[src/rtl/hash_ctl_pkg.sv]
package hash_ctl_pkg;
  typedef enum logic [2:0] {
    ALG_MD5        = 3'd0,
    ALG_SHA1       = 3'd1,
    ALG_SHA224     = 3'd2,
    ALG_SHA256     = 3'd3,
    ALG_SHA512     = 3'd4,
    ALG_SHA384     = 3'd5,
    ALG_SHA512_256 = 3'd6
  } hash_alg_e;

  localparam int unsigned IDX_CIPHER = 4;
  localparam int unsigned IDX_STATUS = 7;
  localparam int unsigned IDX_SRC    = 8;
  localparam int unsigned IDX_DST    = 9;
  localparam int unsigned IDX_KEY    = 10;
  localparam int unsigned IDX_LEN    = 11;
  localparam int unsigned IDX_CMD    = 12;

  localparam int unsigned DONE_BIT   = 9;
  localparam int unsigned IRQ_EN_BIT = 9;
  localparam int unsigned SG_BIT     = 18;

  typedef struct packed {
    logic      ok;
    hash_alg_e alg;
    logic      sg;
    logic      irq_en;
    logic      unsup;
  } cmd_dec_t;
endpackage

[src/rtl/hash_alg_decode.sv]
module hash_alg_decode
  import hash_ctl_pkg::*;
(
  input  logic [31:0] cmd_i,
  output cmd_dec_t    dec_o
);
  logic [2:0] fam;
  logic [2:0] sub;
  assign fam = cmd_i[6:4];
  assign sub = cmd_i[12:10];

  always_comb begin
    dec_o.ok     = 1'b1;
    dec_o.alg    = ALG_MD5;
    dec_o.sg     = cmd_i[SG_BIT];
    dec_o.irq_en = cmd_i[IRQ_EN_BIT];
    dec_o.unsup  = (|cmd_i[8:7]) | cmd_i[1];
    unique case (fam)
      3'b000: dec_o.alg = ALG_MD5;
      3'b010: dec_o.alg = ALG_SHA1;
      3'b100: dec_o.alg = ALG_SHA224;
      3'b101: dec_o.alg = ALG_SHA256;
      3'b011: begin
        unique case (sub)
          3'b000:  dec_o.alg = ALG_SHA512;
          3'b001:  dec_o.alg = ALG_SHA384;
          3'b010:  dec_o.alg = ALG_SHA512_256;
          default: dec_o.ok  = 1'b0;
        endcase
      end
      default: dec_o.ok = 1'b0;
    endcase
  end
endmodule

[src/rtl/hash_done_irq.sv]
module hash_done_irq (
  input  logic clk_i,
  input  logic rst_ni,
  input  logic start_i,
  input  logic irq_en_i,
  input  logic done_i,
  input  logic clr_i,
  output logic done_o,
  output logic irq_o
);
  logic irq_en_q, done_q, irq_q;

  always_ff @(posedge clk_i or negedge rst_ni) begin
    if (!rst_ni) begin
      irq_en_q <= 1'b0;
      done_q   <= 1'b0;
      irq_q    <= 1'b0;
    end else begin
      if (start_i) irq_en_q <= irq_en_i;
      // completion wins over a simultaneous clear
      if (done_i) begin
        done_q <= 1'b1;
        irq_q  <= irq_q | irq_en_q;
      end else if (clr_i) begin
        done_q <= 1'b0;
        irq_q  <= 1'b0;
      end
    end
  end

  assign done_o = done_q;
  assign irq_o  = irq_q;


  irq_needs_done_chk: assert property (@(posedge clk_i) disable iff (!rst_ni)
    irq_o |-> done_o);

  done_sets_flag_chk: assert property (@(posedge clk_i) disable iff (!rst_ni)
    done_i |=> done_o);

  clear_drops_irq_chk: assert property (@(posedge clk_i) disable iff (!rst_ni)
    (clr_i && !done_i) |=> (!irq_o && !done_o));

  irq_rise_cause_chk: assert property (@(posedge clk_i) disable iff (!rst_ni)
    $rose(irq_o) |-> $past(done_i));
endmodule

[src/rtl/hash_ctl_regs.sv]
module hash_ctl_regs
  import hash_ctl_pkg::*;
#(
  parameter int unsigned ADDR_W      = 12,
  parameter int unsigned NUM_REGS    = 13,
  parameter logic [31:0] ADDR_MASK   = 32'h7FFF_FFFF,
  parameter bit          KEY_ALIGN64 = 1'b0,
  parameter logic [31:0] HASH_MASK   = 32'h0014_7FFF
) (
  input  logic              clk_i,
  input  logic              rst_ni,
  input  logic              req_valid_i,
  output logic              req_ready_o,
  input  logic              req_write_i,
  input  logic [ADDR_W-1:0] req_addr_i,
  input  logic [31:0]       req_wdata_i,
  output logic              rsp_valid_o,
  output logic [31:0]       rsp_rdata_o,
  output logic              start_o,
  output logic [2:0]        algo_o,
  output logic              sg_o,
  input  logic              busy_i,
  input  logic              done_i,
  output logic              irq_o,
  output logic              unsupported_o
);
  localparam int unsigned IDX_W    = ADDR_W - 2;
  localparam logic [31:0] KEY_LOW  = KEY_ALIGN64 ? 32'h0000_003F : 32'h0000_0007;
  localparam logic [31:0] DONE_MSK = 32'h1 << DONE_BIT;

  function automatic logic [31:0] wr_mask(int unsigned i);
    case (i)
      IDX_SRC:    return ADDR_MASK;
      IDX_DST:    return ADDR_MASK & ~32'h7;
      IDX_KEY:    return ADDR_MASK & ~KEY_LOW;
      IDX_LEN:    return 32'h0FFF_FFFF;
      IDX_CMD:    return HASH_MASK;
      IDX_STATUS: return ~DONE_MSK;
      default:    return 32'hFFFF_FFFF;
    endcase
  endfunction

  logic [IDX_W-1:0] idx;
  logic             in_range, wr_en, rd_en, eng_busy;
  logic             cmd_wr, cmd_take, stat_clr, done_flag;
  logic [31:0]      reg_q [NUM_REGS];
  logic [31:0]      cmd_masked, rd_word;
  cmd_dec_t         dec;
  logic             start_q, sg_q;
  hash_alg_e        alg_q;
  logic             rsp_valid_q;
  logic [31:0]      rdata_q;

  assign req_ready_o = 1'b1;
  assign idx         = req_addr_i[ADDR_W-1:2];
  assign in_range    = idx < IDX_W'(NUM_REGS);
  assign wr_en       = req_valid_i & req_write_i & in_range;
  assign rd_en       = req_valid_i & ~req_write_i;
  assign eng_busy    = busy_i | start_q;
  assign cmd_masked  = req_wdata_i & HASH_MASK;
  assign cmd_wr      = wr_en & (idx == IDX_W'(IDX_CMD));
  assign cmd_take    = cmd_wr & ~eng_busy;
  assign stat_clr    = wr_en & (idx == IDX_W'(IDX_STATUS)) & req_wdata_i[DONE_BIT];

  hash_alg_decode u_dec (
    .cmd_i (cmd_masked),
    .dec_o (dec)
  );

  for (genvar gi = 0; gi < NUM_REGS; gi++) begin : g_reg
    localparam logic [31:0] WMASK  = wr_mask(gi);
    localparam bit          IS_CMD = (gi == IDX_CMD);
    logic hit;
    assign hit = wr_en && (idx == IDX_W'(gi)) && (!IS_CMD || !eng_busy);
    always_ff @(posedge clk_i or negedge rst_ni) begin
      if (!rst_ni)  reg_q[gi] <= '0;
      else if (hit) reg_q[gi] <= req_wdata_i & WMASK;
    end
  end

  always_ff @(posedge clk_i or negedge rst_ni) begin
    if (!rst_ni) begin
      start_q <= 1'b0;
      alg_q   <= ALG_MD5;
      sg_q    <= 1'b0;
    end else begin
      start_q <= cmd_take & dec.ok;
      if (cmd_take & dec.ok) begin
        alg_q <= dec.alg;
        sg_q  <= dec.sg;
      end
    end
  end

  hash_done_irq u_done (
    .clk_i    (clk_i),
    .rst_ni   (rst_ni),
    .start_i  (cmd_take & dec.ok),
    .irq_en_i (dec.irq_en),
    .done_i   (done_i),
    .clr_i    (stat_clr),
    .done_o   (done_flag),
    .irq_o    (irq_o)
  );

  always_comb begin
    rd_word = '0;
    for (int unsigned i = 0; i < NUM_REGS; i++) begin
      if (in_range && idx == IDX_W'(i)) rd_word = reg_q[i];
    end
    if (in_range && idx == IDX_W'(IDX_STATUS)) rd_word = rd_word | (done_flag ? DONE_MSK : 32'h0);
  end

  always_ff @(posedge clk_i or negedge rst_ni) begin
    if (!rst_ni) begin
      rsp_valid_q <= 1'b0;
      rdata_q     <= '0;
    end else begin
      rsp_valid_q <= rd_en;
      if (rd_en) rdata_q <= rd_word;
    end
  end

  assign rsp_valid_o   = rsp_valid_q;
  assign rsp_rdata_o   = rdata_q;
  assign start_o       = start_q;
  assign algo_o        = alg_q;
  assign sg_o          = sg_q;
  assign unsupported_o = (|reg_q[IDX_CMD][8:7]) | reg_q[IDX_CMD][1];


  start_one_cycle_chk: assert property (@(posedge clk_i) disable iff (!rst_ni)
    start_o |=> !start_o);

  start_cause_chk: assert property (@(posedge clk_i) disable iff (!rst_ni)
    start_o |-> $past(req_valid_i && req_write_i && !busy_i));

  busy_blocks_chk: assert property (@(posedge clk_i) disable iff (!rst_ni)
    (cmd_wr && busy_i) |=> (!start_o && $stable(reg_q[IDX_CMD])));

  algo_legal_chk: assert property (@(posedge clk_i) disable iff (!rst_ni)
    start_o |-> (algo_o <= 3'd6));

  rsp_timing_chk: assert property (@(posedge clk_i) disable iff (!rst_ni)
    (req_valid_i && !req_write_i) |=> rsp_valid_o);
endmodule

[config.mk]
export PLATFORM = sky130hd
export DESIGN_NAME = hash_ctl_regs
export DESIGN_NICKNAME = d
export VERILOG_FILES = /design/src/rtl/hash_ctl_pkg.sv /design/src/rtl/hash_alg_decode.sv /design/src/rtl/hash_done_irq.sv /design/src/rtl/hash_ctl_regs.sv
export SDC_FILE = /design/constraint.sdc
export NUM_CORES = 1
export LEC_CHECK = 0
export ABC_AREA = 1
export BUFFER_PORTS_ARGS = -buffer_cell sky130_fd_sc_hd__buf_2
export CORE_ASPECT_RATIO = 0.8
export CORE_MARGIN = 8
export CORE_UTILIZATION = 57
export CTS_BUF_LIST = sky130_fd_sc_hd__clkbuf_4
export DETAILED_ROUTE_END_ITERATION = 16
export GPL_ROUTABILITY_DRIVEN = 0
export GPL_TIMING_DRIVEN = 0
export PLACE_DENSITY = 0.75
export SLEW_MARGIN = 20
export SYNTH_ARGS = -nofsm -noshare
export SYNTH_HDL_FRONTEND = slang
export SYNTH_SLANG_ARGS = --single-unit
[constraint.sdc]
create_clock -name clk_i -period 3.4 [get_ports clk_i]
set_input_delay 0.51 -clock clk_i [delete_from_list [all_inputs] [get_ports clk_i]]
set_output_delay 0.51 -clock clk_i [all_outputs]
set_load 0.1 [all_outputs]
==> summary.txt <==
Status
  – Status: complete, no violations

Worst setup path
  – Critical Path RT: roughly 4200 ps
  – Reg2reg start: start_o
  – Worst setup SP type: input pin
  – Critical path origin: req_addr_i[11]
  – Worst r2r path cells: 6
  – Highest net fanout along the worst path: 10
  – Arrival time at the worst endpoint: 3300 ps
  – WS Path Type: input pin to flop
  – Reg2Reg Setup Slack: roughly 1400 ps
  – Worst Setup End Kind: flop
  – Worst reg2reg path endpoint: algo_o[0]

STA
  – Fmax: 0.3930 GHz
  – Max-slew violations: 0
  – Worst clock skew: 35.50 ps
  – Fin crit share: 74.85%
  – Slew @ Worst Pin: between 900 and 1000 ps
  – Finish-stage setup viols: 0
  – Relative slew slack: 37.24%
  – Minimum clock period: 2545 ps
  – Unrepaired setup endpoints after global routing: no
  – Fin. Hold Viols: 0

CTS
  – Worst-case clock buffer depth: 3
  – TritonCTS clock tree: yes
  – Htree depth: 3
  – CTS-repair resized insts: 0
  – Cts bufs inserted: roughly 110
  – # clock sinks: 428
  – CTS root buf: clkbuf_4
  – Hold-fix buffers at CTS: 26
  – Clock-pin transition on the worst setup and hold timing paths: 60 ps
  – Clk_lat worst skew: 830 ps
  – Post-CTS Repair Setup Buffers: 0

Synth
  – Flops & latches, synth: around 430
  – Post-synthesis cell count: 2,315
  – Synth Cell Area: 19,050 um^2
  – YS warnings: 0
  – Count of cell types in the netlist: 41
  – Share of the yosys chip area belonging to registers: 56.21%
  – Syn nets: 2,365
  – Syn_area_per_cell: about 8 um^2

Floorplanning
  – Core Region: 33,260 um^2
  – Die Y: 179.5 um
  – Chip Width: 220.4 um
  – # IOs: 91
  – Starting Density: 57.29%
  – Rows: 60
  – Die area: around 40,000 um^2

Power
  – PwrDens: 449.6 nW/um^2
  – Leak: 10.74 nW
  – Worst VDD drop: 256.6 uV

Final layout
  – Layout area overhead: 14.10%
  – Final std cells w/o fill: 3,045
  – Post-layout util: 65.37%
  – Share of cells above drive strength 1: 14.64%
  – Fin area: 21,740 um^2
  – # fillers: 2,881
  – Layout Nets: 2,591

Global route
  – Vias in the first global route: 17,050
  – First-pass GRT wire length: 90,850 um
  – GRT Util Overall: 29.05%
  – GR Overflow Total: 0
  – Antenna violations before repair: 1
  – Pin count of the biggest net entering global routing: 93

Worst hold path
  – Min-Delay Path Class: input pin to flop
  – Worst Hold End: reg_q[325]
  – HP Start: req_wdata_i[5]
  – Hold Crit Depth: 3

Detailed routing
  – Starting DRC count in detailed routing: between 2,000 and 2,500
  – Routed via count: 17,330
  – DRC Markers: 0
  – Routed wire length per instance: about 19 um
  – Detailed Routing Iterations Pass 1: 8
  – Post-route ant nets: 0
  – Routed vias/inst: between 5 and 6
  – Final wirelength: 56,470 um

Placement
  – Final HPWL DP: ~42,000 um
  – Port buffer count: between 80 and 90
  – Dpl cell area: 20,180 um^2
  – Placed Cells: 2,841

Flow run
  – Max_cap viols: 0
cell families after synthesis:
group | after synthesis | share of synthesized area [%]
compound gates | 490 | 13.37
buf+inv | 281 | 5.923
flops | 428 | 56.21
other cells | 1 | 0.01968
simple gates | 1115 | 24.48
synthesized netlist by cell type:
library cell  number  area (um^2)
nand2_1          782         2935
dfrtp_1          428        10710
o21ai_1          234         1171
o21ai_0          176        880.8
nor2_1           142        533.0
inv_1            108        405.4
clkbuf_1          98        367.9
nand3_1           80        400.4
a21oi_1           47        235.2
nand4_1           39        244.0
buf_2             35        175.2
inv_2             25        93.84
nand2_2           15        93.84
nor2_2            12        75.07
or2_0             11        68.82
o22a_1            10        87.58
buf_4              8        60.06
nor2_4             8        90.09
nor3_1             7        35.03
o22ai_1            7        43.79
buf_1              6        22.52
or2_2              5        31.28
a211oi_1           4        30.03
a221oi_1           4        35.03
nor4_2             3        37.54
nand2_4            2        22.52
nor3_2             2        20.02
nor4_1             2        12.51
o211ai_1           2        15.01
o21bai_1           2        15.01
a31oi_1            1        6.260
a41oi_1            1        8.760
clkinv_1           1        3.750
conb_1             1        3.750
nand3_2            1        10.01
nor2_8             1        20.02
nor3b_1            1        7.510
nor4_4             1        21.27
o21a_1             1        7.510
o221a_2            1        11.26
or2_1              1        6.260
worst max path at each step:
stage               slack, ps         endpoint
floorplan                1440   rsp_rdata_o[0]
global placement        -6560  rsp_rdata_o[24]
detailed placement        530        reg_q[10]
CTS                      1010        algo_o[0]
global route              830        algo_o[0]
finish                    860        algo_o[0]
sequential cells by signal, summed over array words and instances, names as in the netlist:
register	count
algo_o	3
reg_q	387
rsp_rdata_o	32
rsp_valid_o	1
sg_o	1
start_o	1
u_done.done_o	1
u_done.irq_en_q	1
u_done.irq_o	1
per-stage QoR:
step	setup TNS [ps]	setup WS (ps)	hold slack, ps	power [mW]
floorplan	0	1438	214.4	5.370
global placement	-2785090	-6557	459.9	5.582
detailed placement	0	529.8	427.0	5.611
CTS	0	1010	10.53	9.820
global route	0	832.0	53.93	10.14
finish	0	855.2	60.44	9.775
worst max-delay path, cell delays in order:
cell and delay, ps:
buf_2 120, nor2_2 210, buf_2 330, nand2_2 100, nor2_4 200, inv_2 130, nor2_8 280, nand3_2 360
nor2_4 300, nor2_1 60, a31oi_1 120, dlygate4sd3_1 560
layer usage:
layer / up-vias / routed length, um / global-route usage (%)
met5: - / 0 / 0
met4: 0 / 1491 / 10.46
met3: 133 / 5276 / 6.477
met2: 776 / 25800 / 43.63
met1: 8410 / 23910 / 41.08
li1: 8014 / - / -
area by class of cell:
type	count	area, um^2	share of cell area [%]
flip-flops and latches	428	10710	49.26
multi-input cells	1606	7224	33.23
clock buffers	165	1239	5.698
repair buffers	118	843.3	3.879
plain buffers	147	625.6	2.878
well taps	434	543.0	2.498
inverters	134	503.0	2.314
clock inverters	12	50.05	0.2302
diodes	1	2.502	0.01151
power breakdown:
group	total (mW)	switching (mW)	internal [mW]	leakage, nW
sequential	5.11	0.00824	5.11	5.97
combinational	0.419	0.323	0.0955	3.98
clock	4.24	2.07	2.17	0.794
total	9.78	2.40	7.37	10.7
layout by cell type (no fill, tap or decap), types with 4 or more instances in the layout:
cell type / count
buf_1: 6
o22a_1: 10
nand4_1: 39
or2_0: 11
nor2_1: 142
a211oi_1: 4
a221oi_1: 4
inv_1: 108
clkbuf_4: 165
a21oi_1: 47
or2_2: 5
buf_2: 121
buf_4: 8
inv_2: 30
nor3_1: 7
nor2_4: 8
dlygate4sd3_1: 26
nand2_1: 782
o21ai_1: 234
nand3_1: 80
clkbuf_1: 98
dfrtp_1: 428
nand2_2: 15
buf_16: 5
o21ai_0: 176
clkinv_1: 7
nor2_2: 12
o22ai_1: 7
Power figures use the tool's default switching activity.
